**src/rtl/gpio_port_pkg.sv**
```systemverilog
package gpio_port_pkg;

  localparam int unsigned DEF_CH_W = 5;
  localparam int unsigned DEF_PS_W = 3;

  // Per-pin resolved controls.
  typedef struct packed {
    logic oe;
    logic drv;
    logic rd;
  } pin_ctl_t;

  // True when the channel code selects this pin as a converter input.
  function automatic logic owns_adc(input int sel, input int pin,
                                    input int first_ch, input int n_pins);
    return (pin < n_pins) && (sel == first_ch + pin);
  endfunction

  // True when a timer prescaler field selects the external clock pin.
  function automatic logic owns_tmr(input int ps, input int ext_code,
                                    input int pin, input int clk_pin);
    return (pin == clk_pin) && (ps == ext_code);
  endfunction

  // Value returned by a data-register read for one pin.
  function automatic logic read_bit(input logic present, input logic dir,
                                    input logic claimed, input logic latch,
                                    input logic synced);
    if (!present)     return 1'b0;
    else if (dir)     return latch;
    else if (claimed) return 1'b0;
    else              return synced;
  endfunction

endpackage

```
**src/rtl/gpio_regfile.sv**
```systemverilog
module gpio_regfile #(
  parameter int W         = 8,
  parameter int ADDR_W    = 4,
  parameter int DATA_ADDR = 3,
  parameter int DIR_ADDR  = 7
) (
  input  logic              clk,
  input  logic              rst_n,
  input  logic [ADDR_W-1:0] addr,
  input  logic              wr,
  input  logic [W-1:0]      wdata,
  output logic [W-1:0]      latch_q,
  output logic [W-1:0]      dir_q,
  output logic              data_hit,
  output logic              dir_hit
);

  localparam logic [ADDR_W-1:0] DATA_A = ADDR_W'(DATA_ADDR);
  localparam logic [ADDR_W-1:0] DIR_A  = ADDR_W'(DIR_ADDR);

  logic data_we;
  logic dir_we;

  assign data_hit = (addr == DATA_A);
  assign dir_hit  = (addr == DIR_A);
  assign data_we  = wr && data_hit;
  assign dir_we   = wr && dir_hit;

  // The data latch has no reset term, so reset leaves its contents alone.
  always_ff @(posedge clk) begin
    if (data_we) latch_q <= wdata;
  end

  always_ff @(posedge clk or negedge rst_n) begin
    if (!rst_n)      dir_q <= '0;
    else if (dir_we) dir_q <= wdata;
  end

endmodule

```
**src/rtl/gpio_in_sync.sv**
```systemverilog
module gpio_in_sync #(
  parameter int W      = 8,
  parameter int STAGES = 2
) (
  input  logic         clk,
  input  logic         rst_n,
  input  logic [W-1:0] d,
  output logic [W-1:0] q
);

  logic [W-1:0] stage_q [STAGES];

  for (genvar s = 0; s < STAGES; s++) begin : g_stage
    if (s == 0) begin : g_first
      always_ff @(posedge clk or negedge rst_n) begin
        if (!rst_n) stage_q[0] <= '0;
        else        stage_q[0] <= d;
      end
    end else begin : g_next
      always_ff @(posedge clk or negedge rst_n) begin
        if (!rst_n) stage_q[s] <= '0;
        else        stage_q[s] <= stage_q[s-1];
      end
    end
  end

  assign q = stage_q[STAGES-1];

endmodule

```
**src/rtl/gpio_pin_ctl.sv**
```systemverilog
module gpio_pin_ctl
  import gpio_port_pkg::*;
#(
  parameter int CH_W         = 5,
  parameter int PS_W         = 3,
  parameter int PIN_IDX      = 0,
  parameter int ADC_FIRST_CH = 8,
  parameter int ADC_PINS     = 7,
  parameter int TMRA_PIN     = 6,
  parameter int TMRB_PIN     = 4,
  parameter int PS_EXT       = 7,
  parameter bit PRESENT      = 1'b1
) (
  input  logic [CH_W-1:0] chan_sel,
  input  logic [PS_W-1:0] psa,
  input  logic [PS_W-1:0] psb,
  input  logic            dir,
  input  logic            latch,
  input  logic            synced,
  output pin_ctl_t        ctl,
  output logic            adc_own,
  output logic            tmr_own
);

  assign adc_own = owns_adc(int'(chan_sel), PIN_IDX, ADC_FIRST_CH, ADC_PINS);
  assign tmr_own = owns_tmr(int'(psa), PS_EXT, PIN_IDX, TMRA_PIN)
                || owns_tmr(int'(psb), PS_EXT, PIN_IDX, TMRB_PIN);

  always_comb begin
    ctl.oe  = PRESENT && dir && !adc_own && !tmr_own;
    ctl.drv = PRESENT && latch;
    ctl.rd  = read_bit(PRESENT, dir, adc_own || tmr_own, latch, synced);
  end

endmodule

```
**src/rtl/gpio_altfn_port.sv**
```systemverilog
module gpio_altfn_port
  import gpio_port_pkg::*;
#(
  parameter int W            = 8,
  parameter int ADDR_W       = 4,
  parameter int DATA_ADDR    = 3,
  parameter int DIR_ADDR     = 7,
  parameter int CH_W         = DEF_CH_W,
  parameter int PS_W         = DEF_PS_W,
  parameter int ADC_FIRST_CH = 8,
  parameter int ADC_PINS     = 7,
  parameter int TMRA_PIN     = 6,
  parameter int TMRB_PIN     = 4,
  parameter int PS_EXT       = 7,
  parameter int SYNC_STAGES  = 2,
  parameter bit HAS_TOP_PIN  = 1'b1
) (
  input  logic              clk,
  input  logic              rst_n,
  input  logic [ADDR_W-1:0] reg_addr,
  input  logic              reg_wr,
  input  logic [W-1:0]      reg_wdata,
  output logic [W-1:0]      reg_rd_data,
  input  logic [CH_W-1:0]   adc_chan_sel,
  input  logic [PS_W-1:0]   tima_ps,
  input  logic [PS_W-1:0]   timb_ps,
  input  logic [W-1:0]      pin_in,
  output logic [W-1:0]      pin_out,
  output logic [W-1:0]      pin_oe
);

  logic [W-1:0] latch_q;
  logic [W-1:0] dir_q;
  logic         data_hit;
  logic         dir_hit;
  logic [W-1:0] pin_sync;
  logic [W-1:0] port_rd;
  logic [W-1:0] adc_claim;
  logic [W-1:0] tmr_claim;

  gpio_regfile #(
    .W(W), .ADDR_W(ADDR_W), .DATA_ADDR(DATA_ADDR), .DIR_ADDR(DIR_ADDR)
  ) u_regs (
    .clk(clk), .rst_n(rst_n), .addr(reg_addr), .wr(reg_wr),
    .wdata(reg_wdata), .latch_q(latch_q), .dir_q(dir_q),
    .data_hit(data_hit), .dir_hit(dir_hit)
  );

  gpio_in_sync #(.W(W), .STAGES(SYNC_STAGES)) u_sync (
    .clk(clk), .rst_n(rst_n), .d(pin_in), .q(pin_sync)
  );

  for (genvar i = 0; i < W; i++) begin : g_pin
    localparam bit PRES = (i < W - 1) || HAS_TOP_PIN;
    pin_ctl_t c;
    gpio_pin_ctl #(
      .CH_W(CH_W), .PS_W(PS_W), .PIN_IDX(i), .ADC_FIRST_CH(ADC_FIRST_CH),
      .ADC_PINS(ADC_PINS), .TMRA_PIN(TMRA_PIN), .TMRB_PIN(TMRB_PIN),
      .PS_EXT(PS_EXT), .PRESENT(PRES)
    ) u_ctl (
      .chan_sel(adc_chan_sel), .psa(tima_ps), .psb(timb_ps),
      .dir(dir_q[i]), .latch(latch_q[i]), .synced(pin_sync[i]),
      .ctl(c), .adc_own(adc_claim[i]), .tmr_own(tmr_claim[i])
    );
    assign pin_oe[i]  = c.oe;
    assign pin_out[i] = c.drv;
    assign port_rd[i] = c.rd;
  end

  always_comb begin
    reg_rd_data = '0;
    if (data_hit)     reg_rd_data = port_rd;
    else if (dir_hit) reg_rd_data = dir_q;
  end

endmodule

```
**config.mk**
```make
export PLATFORM = sky130hd
export DESIGN_NAME = gpio_altfn_port
export DESIGN_NICKNAME = d
export VERILOG_FILES = /design/src/rtl/gpio_port_pkg.sv /design/src/rtl/gpio_regfile.sv /design/src/rtl/gpio_in_sync.sv /design/src/rtl/gpio_pin_ctl.sv /design/src/rtl/gpio_altfn_port.sv
export SDC_FILE = /design/constraint.sdc
export NUM_CORES = 1
export LEC_CHECK = 0
export ABC_AREA = 1
export BUFFER_PORTS_ARGS = -buffer_cell sky130_fd_sc_hd__buf_2
export CAP_MARGIN = 5
export CELL_PAD_IN_SITES_DETAIL_PLACEMENT = 1
export CELL_PAD_IN_SITES_GLOBAL_PLACEMENT = 1
export CORE_UTILIZATION = 31
export CTS_BUF_LIST = sky130_fd_sc_hd__clkbuf_16
export CTS_CLUSTER_SIZE = 24
export DETAILED_ROUTE_END_ITERATION = 7
export HOLD_SLACK_MARGIN = 0.15
export PLACE_DENSITY = 0.71
export SYNTH_ARGS = -nofsm -noshare
export SYNTH_HDL_FRONTEND = slang
export SYNTH_SLANG_ARGS = --single-unit
```
**constraint.sdc**
```tcl
create_clock -name clk -period 0.8 [get_ports clk]
set_input_delay 0.08 -clock clk [delete_from_list [all_inputs] [get_ports clk]]
set_output_delay 0.08 -clock clk [all_outputs]
set_load 0.05 [all_outputs]
```
* Yosys cells after proc, flatten, opt, wreduce, memory -nomap -nowiden
Index checks and enable logic that the tools add are counted.
** Word-level totals
- Output and inout bits :: 24
- Bits in registers :: 32
- Word-level logic and storage cells :: 54
- Input bits :: 34
** Operators by class
- Mux-type cells :: 17
- Reduce and logical (&&, ||, !) cells :: 22
- Equal/unequal tests :: 11
** Operators with widths (count)
- 5-bit == test, second input constant :: 7
- 8-bit 2-to-1 mux :: 2
- 1-bit 2-to-1 mux :: 15
- 1-bit logical AND :: 11
- 1-bit zero test :: 9
- 3-bit by 1-bit == test with 1-bit output, second input constant :: 2
- 4-bit by 2-bit == test with 1-bit output, second input constant :: 1
- 4-bit by 3-bit == test with 1-bit output, second input constant :: 1
- 1-bit logical OR :: 2

* Depth between registers and ports, before layout
Gate-level depths: netlist of run 1.
- Depth in word-level cells :: 5
- Gate-level depth with buffers :: 7
- Depth with buffers taken out :: 7

* Cells and area by module
Synthesis of run 1 repeated with hierarchy kept, for this count alone.
** Unflattened totals
- Cell total of the unflattened synthesis :: 221
- Area, all modules :: 1766.7 um^2
** Modules (own cells, without submodules)
- gpio_regfile :: area each 604.3 um^2, instances 1, cells an instance 51
- gpio_in_sync :: area each 460.4 um^2, instances 1, cells an instance 24
- gpio_pin_ctl at g_pin[1].u_ctl ... :: area each 75.1 um^2, instances 2, cells an instance 15
- gpio_altfn_port :: area each 120.1 um^2, instances 1, cells an instance 27
- gpio_pin_ctl at g_pin[6].u_ctl :: area each 83.8 um^2, instances 1, cells an instance 17
- gpio_pin_ctl at g_pin[5].u_ctl :: area each 82.6 um^2, instances 1, cells an instance 17
- gpio_pin_ctl at g_pin[4].u_ctl :: area each 80.1 um^2, instances 1, cells an instance 16
- gpio_pin_ctl at g_pin[3].u_ctl :: area each 75.1 um^2, instances 1, cells an instance 16
- gpio_pin_ctl at g_pin[0].u_ctl :: area each 61.3 um^2, instances 1, cells an instance 14
- gpio_pin_ctl at g_pin[7].u_ctl :: area each 48.8 um^2, instances 1, cells an instance 9

* Worst setup path before layout of run 1
No wires, ideal clock.
- Kind :: input to output
- From :: in reg_addr[2]
- To :: out reg_rd_data[7]
- Slack :: -0.597 ns
- Stages :: 6
- Arrival time :: 1.317 ns
- Cell sequence :: buf_6 > nor2_1 > nand2_1 > inv_2 > nand2_1 > a21oi_1
** Between the ends
- Longest elaborated chain between the ends :: 3
** Ends and longest elaborated chain
- start, declared :: line gpio_altfn_port.sv:20 : input logic [ADDR_W-1:0] reg_addr,
- 4-bit by 3-bit == test with 1-bit output :: line gpio_regfile.sv:25 : assign dir_hit = (addr == DIR_A);
- 8-bit 2-to-1 mux :: line gpio_altfn_port.sv:73 : else if (dir_hit) reg_rd_data = dir_q;
- 8-bit 2-to-1 mux * :: line gpio_altfn_port.sv:72 : if (data_hit) reg_rd_data = port_rd;
- end, declared :: line gpio_altfn_port.sv:23 : output logic [W-1:0] reg_rd_data,
Every way passes the cells marked *; elsewhere a longest branch is shown, timed or not.

* Worst setup path in the final report of run 1
- From :: reg u_regs.dir_q[6]
- To :: out reg_rd_data[6]
** Between the ends
- Longest elaborated chain between the ends :: 2
** Ends and longest elaborated chain
- start, declared :: line gpio_regfile.sv:13 : output logic [W-1:0] dir_q,
- start signal, assigned :: line gpio_regfile.sv:36 : else if (dir_we) dir_q <= wdata;
- 8-bit 2-to-1 mux / 1-bit 2-to-1 mux (equally long branches) :: line gpio_altfn_port.sv:73, gpio_port_pkg.sv:30
- 8-bit 2-to-1 mux * :: line gpio_altfn_port.sv:72
Marks and branches as above.

==> flow_summary.ini, run 1 <==
[yosys]
yosys.area.top_type = dfrtp_1
synth_top_cells_by_area = dfrtp_1, edfxtp_1, inv_1, nand2_1, buf_4
yosys_warnings = 0
ys_seq_elements = 32
synth_area_per_cell_um2 = 9.839
ys.flop_type = dfrtp_1
yosysMostFrequentCell = dfrtp_1
synthTopCellsByCount = dfrtp_1, inv_1, nand2_1
synth_cells = 147
syn_area_um2 = 1446
synthArstFlopShare = 0.7500
synth-edff-count = 8
ys_seq_area_frac = 0.5813
synth_fp_nets = 181
synth.distinct_cells = 22
synth_top_cell_area_share = 0.4152

[critical_path]
path_cells = o21ai_2 -> nor2_1 -> o21bai_4 -> buf_6
crit_fanout = 2
arrival_ps = 1330
reg2reg_slack_ps = -130
max_stage_delay_ps = 420
critical-path-top-delay-family = flip-flops
crit_buf_inv = 1
r2r-end = u_regs.dir_q[2]
reg2reg_from = u_regs.dir_q[2]
r2r_cells = 5
startpoint_type = register
critical_path_class = reg -> out
slowest_stage = dfrtp_1
required_ps = 720
end_kind = primary output

[power]
power.density_nw_per_um2 = 1897
ir_worst_vdd_uv = 1553
total_power_mw = 5.802
p_leak_nw = 1.371

[sta]
report.final.slew_viol_count = 0
grt_setup_unrepaired = true
worst_slack_ps = -611.2
setup_viol_count_final = 31
period_needed_ps = 1411
fmax_ghz = 0.7086
relSlewSlack = 0.7983
finalClockSkew_ps = 0.3310
finalCritPeriodShare = 1.764
worstMarginPinSlew_ps = 301.2
hold_viol = 0

[cts]
cts_inserted_buffers = 5
clkTransAtPathRegs_ps = 60
cts_max_path_buffers = 2
root_buffer = clkbuf_16
cts_tree = yes
cts.sinks = 32
clk_latency_ps = 270
htreeDepth = 2

[drt]
dr.pass1.iters = 4
final_antenna_net_count = 0
drc = 0
wirelength_um = 6641
first_iter_violations = 59
vias = 1539
avgViaCountPerCell = 4.886
detail_route.wl_per_cell_um = 21.08

[outcome]
violations = negative setup slack
status = finished, violations left

[floorplan]
ios = 58
fp.coreArea_um2 = 4414
die_x_um = 70.31
start_util = 0.3277
dieHeight_um = 70.31
placementRows = 24
dieArea_um2 = 4943

[global_route]
grt_overflow = 0
antenna_found_initial = 0
grt_max_degree = 25
grt_use_total = 0.2292
grt_pass1_vias = 1742
grt_pass1_wl_um = 8342

[cells_and_area]
drive_gt1_frac = 0.6084
utilization = 0.6930
final.fill_count = 435
num_antenna_cells = 0
syn2layout_area_growth_pct = 111.5
nets = 296
finish.instance_area_um2 = 3059

[placement]
port_buffers = 57
gp_congestion = 0.7373
dp_hpwl_um = 3393
place_area_um2 = 2152

[flow_run]
timing.max_cap.violations = 0

[worst_hold_path]
hp-class = in -> async
## how the worst max path moves through the flow
stage                endpoint  slack (ps)               from  cells past startpoint
2_1_floorplan  reg_rd_data[1]        -180    u_regs.dir_q[1]                      3
4_1_cts        reg_rd_data[4]        -480  u_regs.latch_q[4]                      3
6_report       reg_rd_data[6]        -610    u_regs.dir_q[6]                      4
5_1_grt        reg_rd_data[6]        -660  u_regs.latch_q[6]                      4
3_5_place_dp   reg_rd_data[1]        -410        reg_addr[3]                      7
3_3_place_gp   reg_rd_data[0]        -370        reg_addr[3]                      7
## worst min-delay path, stage by stage
cell           delay, ps
dlygate4sd3_1        520
buf_2                120
buf_12               180
## through the flow
step,instances,setup TNS (ps),setup WS (ps),hold slack (ps)
floorplan,147,-1608,-177.9,-215.6
global route,315,-10910,-661.3,312.0
finish,315,-9824,-611.2,281.2
CTS,306,-8664,-478.8,216.8
detailed placement,274,-9238,-406.0,32.15
global placement,274,-8353,-365.9,25.76
## sequential cells by signal, indices dropped and copies added (netlist names)
register        cells
u_sync.q            8
u_regs.latch_q      8
u_sync.stage_q      8
u_regs.dir_q        8
## cell families after synthesis
group / synth area share
AOI/OAI and AO/OA: 0.1107
and+or+nand+nor: 0.1886
DFF: 0.5813
buffers and inverters: 0.1194
## layout by cell type, fill, tap and decap left out, types with 8 or more instances in the layout
master         synthesis  routed
buf_6                  2      40
buf_2                  0      31
dfrtp_1               24      24
dlygate4sd3_1          0      17
inv_1                 21      14
nand2_1               20      14
buf_4                  9      13
nand3_1               13      12
buf_8                  0      12
nor2_1                18      10
nor2_4                 1       8
edfxtp_1               8       8
## layout make-up
cell class | count | area, µm² | area share
clock buffers | 5 | 125.1 | 0.04090
clock inverters | 3 | 11.26 | 0.003681
inverters | 22 | 88.84 | 0.02904
multi-input cells | 83 | 774.5 | 0.2532
flip-flops and latches | 32 | 840.8 | 0.2748
well taps | 52 | 65.06 | 0.02127
repair buffers | 118 | 1154 | 0.3771
## per-layer routing
layer | GRT usage | part of all wire
met1 | 0.2257 | 0.38
met2 | 0.4667 | 0.58
met3 | 0.04185 | 0.027
met4 | 0.07333 | 0.0098
met5 | 0 | 0
## power by group
part	internal [mW]	switching (mW)
sequential	1.81	0.0938
combinational	0.976	1.12
clock	1.12	0.683
## repair_timing
action | in CTS | in global routing
gates cloned | 0 | 1
buffers inserted | 10 | 14
pin swaps | 11 | 11
resized for setup | 88 | 37
hold buffers | 17 | 0
endpoints found under the hold margin | 48 | 0
endpoints found under the setup margin | 32 | 39
Power figures use the tool's default switching activity.
==> inputs of run 2 (changes only) <==
--- a/config.mk
+++ b/config.mk
@@ -16,6 +16,7 @@
 export DETAILED_ROUTE_END_ITERATION = 7
 export HOLD_SLACK_MARGIN = 0.15
 export PLACE_DENSITY = 0.71
+export REMOVE_ABC_BUFFERS = 1
 export SYNTH_ARGS = -nofsm -noshare
 export SYNTH_HDL_FRONTEND = slang
 export SYNTH_SLANG_ARGS = --single-unit
==> run 2 against run 1 <==
  * The flow still finishes with violations (negative setup slack)
  * Total power down 0.49%
  * Register-to-register slack gained 60 ps
  * Clock skew grew 2.7 ps
  * Sequential share of layout area grew 4.2 points
  * Final cell count is 3.5% lower
  * Core utilization shrank 9.2 points
  * Worst hold slack got worse by 66 ps
  * Cell area shrank 13%
  * Critical path depth decreased by 1
  * Non-clock buffer count shrank 10
  * Largest power group is now the clock network
==> flow_summary.ini, run 2 (synthesized netlist as in run 1, its figures left out) <==
[cells_and_area]
syn2layout_area_growth_pct = 83.48
finish.instance_area_um2 = 2654
drive_gt1_frac = 0.5357
final.fill_count = 479
nets = 285
mostFrequentLayoutCell = buf_2
layout_common_cells = buf_2, buf_4, buf_6, dfrtp_1, nand2_1
num_antenna_cells = 0

[drt]
vias = 1453
avgViaCountPerCell = 4.780
wirelength_um = 5478
final_antenna_net_count = 0
drc = 0
dr.pass1.iters = 4
detail_route.wl_per_cell_um = 18.02
first_iter_violations = 39

[sta]
whs_ps = 215.4
period_needed_ps = 1333
finalCritPeriodShare = 1.666
relSlewSlack = 0.7181
grt_setup_unrepaired = true
finalClockSkew_ps = 3.033
worstMarginPinSlew_ps = 422.4
setup_viol_count_final = 38
report.final.slew_viol_count = 0
hold_viol = 0
worst_slack_ps = -532.9
fmax_ghz = 0.7502

[power]
power.density_nw_per_um2 = 2176
ir_worst_vdd_uv = 1882
p_leak_nw = 1.267

[outcome]
violations = negative setup slack
status = finished, violations left

[critical_path]
crit_fanout = 2
reg2reg_from = u_regs.dir_q[7]
startpoint = u_regs.latch_q[1]
critical_path_class = reg -> out
r2r-end = u_regs.dir_q[7]
required_ps = 720
cp-endpoint = reg_rd_data[1]
arrival_ps = 1250
reg2reg_slack_ps = -70
end_kind = primary output
startpoint_type = register
r2r_cells = 4

[cts]
cts.sinks = 32
htreeDepth = 2
cts_tree = yes
clkTransAtPathRegs_ps = 50
cts_max_path_buffers = 2
root_buffer = clkbuf_16
clk_latency_ps = 280
cts_inserted_buffers = 5

[placement]
dp_hpwl_um = 2972
port_buffers = 57
place_area_um2 = 1909
dp_slack_ps = -446.4
gp_congestion = 0.7538

[worst_hold_path]
hp-class = in -> reg

[flow_run]
timing.max_cap.violations = 0

[global_route]
grt_max_degree = 25
grt_pass1_vias = 1473
grt_pass1_wl_um = 7383
grt_use_total = 0.1996
grt_overflow = 0
antenna_found_initial = 0

[floorplan]
start_util = 0.3277
dieHeight_um = 70.31
ios = 58
fp.coreArea_um2 = 4414
placementRows = 24
dieArea_um2 = 4943
die_x_um = 70.31
==> run 2: cell types whose count changed in the layout (fill, tap and decap cells not counted), sizes merged <==
cell / before / now
nand2: 23 / 22
bufinv: 0 / 1
clkinv: 2 / 1
buf: 101 / 91
==> run 2: how the worst min path moves through the flow <==
stage,start,end,slack [ps],cells past startpoint
after global routing,reg_wr,u_regs.dir_q[5],250,4
after detailed placement,rst_n,u_sync.q[4],90,2
after global placement,rst_n,u_sync.q[4],80,2
after CTS,reg_wr,u_regs.dir_q[5],190,4
after floorplan,rst_n,u_regs.dir_q[0],-220,0
final,reg_wr,u_regs.dir_q[4],220,4
==> run 2: metrics by stage <==
step	util	cells	total power, mW	setup TNS (ps)
3_5_place_dp	0.4325	272	3.022	-9401
4_1_cts	0.5629	303	5.578	-8235
6_report	0.6012	304	5.774	-9420
3_3_place_gp	0.4325	272	2.992	-8472
2_1_floorplan	-	136	2.542	-10390
5_1_grt	0.6012	304	5.954	-11110
==> run 2: cell type report <==
cell class                      count  area, µm²  share of cell area
Timing Repair Buffer              108      920.9              0.3470
Sequential cell                    32      840.8              0.3168
Multi-Input combinational cell     82      574.3              0.2164
Clock buffer                        5      125.1             0.04715
Inverter                           22      85.08             0.03206
Tap cell                           52      65.06             0.02452
Clock inverter                      3      42.54             0.01603
==> run 2: critical path, cell delays in order, from the launching register on <==
cell and delay, ps:
edfxtp_1 450, o31ai_4 280, a21oi_2 80, buf_6 160
==> run 2: report_power, final <==
group          internal, mW  leakage, nW  switching (mW)
clock network          1.46       0.0798           0.720
logic                 0.753        0.840           0.934
registers              1.81        0.347          0.0964
==> run 2: repair_timing <==
item / 4_1_cts / 5_1_grt
resized for setup: 65 / 37
buffers inserted: 8 / 9
endpoints found under the setup margin: 32 / 39
pin swaps: 10 / 5
endpoints found under the hold margin: 48 / 0
hold buffers: 17 / 0
==> run 2: layer usage <==
layer	global-route usage	wire (µm)	up-vias
met5	0	0	-
met4	0.05333	55	0
met3	0.05483	273	6
met2	0.3630	2964	53
met1	0.2271	2185	717
li1	-	-	677
==> inputs of run 3 (changes only) <==
--- a/config.mk
+++ b/config.mk
@@ -10,12 +10,12 @@
 export CAP_MARGIN = 5
 export CELL_PAD_IN_SITES_DETAIL_PLACEMENT = 1
 export CELL_PAD_IN_SITES_GLOBAL_PLACEMENT = 1
-export CORE_UTILIZATION = 31
-export CTS_BUF_LIST = sky130_fd_sc_hd__clkbuf_16
+export CORE_UTILIZATION = 33
+export CTS_BUF_LIST = sky130_fd_sc_hd__clkbuf_8
 export CTS_CLUSTER_SIZE = 24
 export DETAILED_ROUTE_END_ITERATION = 7
 export HOLD_SLACK_MARGIN = 0.15
-export PLACE_DENSITY = 0.71
+export PLACE_DENSITY = 0.75
 export REMOVE_ABC_BUFFERS = 1
 export SYNTH_ARGS = -nofsm -noshare
 export SYNTH_HDL_FRONTEND = slang
==> run 3 against run 2 <==
  * The flow still finishes with violations (negative setup slack)
  * First-iteration DRC count is 56% higher
  * Sequential power barely moved
  * Combinational power rose by 11%
  * Via count up 5.6%
  * Critical path type unchanged
  * Critical endpoint is now reg_rd_data[6]
  * Cell area is 4.9% higher
  * Total power decreased by 11%
  * Sequential cell count stayed put
  * Global-route usage is 3.7 points higher
  * Clock power is 39% lower
  * Fmax fell by 2.8%
==> flow_summary.ini, run 3 (synthesized netlist as in run 1, its figures left out) <==
[outcome]
status = finished, violations left
violations = negative setup slack

[cts]
cts.sinks = 32
cts_tree = yes
htreeDepth = 2
clk_latency_ps = 300
root_buffer = clkbuf_8
cts_inserted_buffers = 5
cts_max_path_buffers = 2
clkTransAtPathRegs_ps = 70

[global_route]
grt_overflow = 0
grt_max_degree = 15
grt_use_total = 0.2371
grt_pass1_vias = 1478
grt_pass1_wl_um = 7576
antenna_found_initial = 0

[drt]
first_iter_violations = 61
drc = 0
highest_layer = met4
wl_met1_um = 2525
wirelength_um = 6414
detail_route.wl_per_cell_um = 20.89
wl_met2_um = 3432
wl_met3_um = 195
vias = 1534
avgViaCountPerCell = 4.997
dr.pass1.iters = 3
final_antenna_net_count = 0

[critical_path]
path_cells = o21ai_1 -> nor2_1 -> o21bai_1 -> buf_4
end_kind = primary output
critical-path-top-delay-family = flip-flops
max_stage_delay_ps = 400
crit_buf_inv = 1
r2r_cells = 5
crit_fanout = 2
cp_num_cells = 4
critical_path_class = reg -> out
slowest_stage = edfxtp_1
arrival_ps = 1290
required_ps = 720
startpoint_type = register

[placement]
port_buffers = 57
place_area_um2 = 1919
dp_hpwl_um = 3041
gp_congestion = 0.7497

[cells_and_area]
finish.instance_area_um2 = 2784
num_antenna_cells = 0
multiInputGateArea_um2 = 658.1
nets = 290
syn2layout_area_growth_pct = 92.47
final.fill_count = 424
seqCellArea_um2 = 840.8
layout_common_cells = buf_6, buf_2, dfrtp_1
drive_gt1_frac = 0.6148
mostFrequentLayoutCell = buf_6
utilization = 0.6765

[sta]
setup_viol_count_final = 35
relSlewSlack = 0.6054
worst_slack_ps = -570.9
fmax_ghz = 0.7295
period_needed_ps = 1371
hold_viol = 0
whs_ps = 255.6
report.final.slew_viol_count = 0
grt_setup_unrepaired = true
worstMarginPinSlew_ps = 591.2
finalClockSkew_ps = 7.385
finalCritPeriodShare = 1.714

[power]
clkPwrFrac = 0.261
p_sw_mw = 1.761
pwr-share-comb = 0.367
power.density_nw_per_um2 = 1839
p_leak_nw = 1.286
internal_power_mw = 3.358
power_frac_seq = 0.372
ir_worst_vdd_uv = 1330
switching_share = 0.3440

[flow_run]
timing.max_cap.violations = 0

[floorplan]
ios = 58
start_util = 0.3515
dieArea_um2 = 4652
dieHeight_um = 68.21
placementRows = 23
die_x_um = 68.21
fp.coreArea_um2 = 4115

[worst_hold_path]
hp-class = in -> async
## run 3: changes by cell type in the layout (fill, tap and decap cells not counted), sizes merged
cell | before | now
nand2 | 22 | 23
clkinv | 1 | 2
clkinvlp | 1 | 0
buf | 91 | 95
clkbuf | 5 | 6
bufinv | 1 | 0
## run 3: worst paths after layout
| kind | start | end | slack [ps] |
|---|---|---|---|
| setup / recovery | u_regs.latch_q[6] | reg_rd_data[6] | -570 |
| hold / removal | rst_n | u_regs.dir_q[5] | 260 |
| setup reg to reg | u_regs.dir_q[0] | u_regs.dir_q[0] | -150 |
| hold reg to reg | u_sync.stage_q[11] | u_sync.q[3] | 360 |
| max in group asynchronous | rst_n | u_regs.dir_q[0] | 130 |
| min in group clk | reg_wr | u_regs.dir_q[4] | 270 |
## run 3: metal layers
metal	track usage	vias to the layer above
met2	0.4032	48
li1	-	692
met4	0.1068	0
met5	0	-
met1	0.2842	775
met3	0.05167	19
## run 3: power groups by stage
stage | Combinational (mW) | Sequential (mW) | Clock [mW]
floorplan | 0.598 | 1.94 | 0
global placement | 1.12 | 1.89 | 0
detailed placement | 1.14 | 1.89 | 0
CTS | 1.50 | 1.87 | 1.27
global route | 1.97 | 1.91 | 1.40
finish | 1.88 | 1.90 | 1.34
## run 3: per-stage QoR
stage / worst slack (ps) / total power, mW / cells / TNS, ps
after floorplan: -852.0 / 2.542 / 136 / -10390
after global placement: -416.2 / 3.004 / 270 / -9078
after detailed placement: -432.0 / 3.032 / 270 / -9768
after CTS: -468.4 / 4.643 / 300 / -8149
after global routing: -610.1 / 5.278 / 307 / -10800
final: -570.9 / 5.119 / 307 / -9533
## run 3: timing repair
action                                  in CTS  in global routing
endpoints found under the hold margin       48                  0
hold buffers                                17                  0
gates resized for setup                     83                 64
cloned                                       0                  1
pin swaps                                   14                 17
buffers inserted                             9                 11
endpoints found under the setup margin      32                 40
## run 3: area by class of cell
| type | instances | share of cell area |
|---|---|---|
| timing repair buffer | 112 | 0.3753 |
| sequential | 32 | 0.3020 |
| multi-input combinational | 83 | 0.2364 |
| inverter | 22 | 0.03056 |
| clock buffer | 6 | 0.02966 |
| tap | 50 | 0.02247 |
| clock inverter | 2 | 0.003596 |
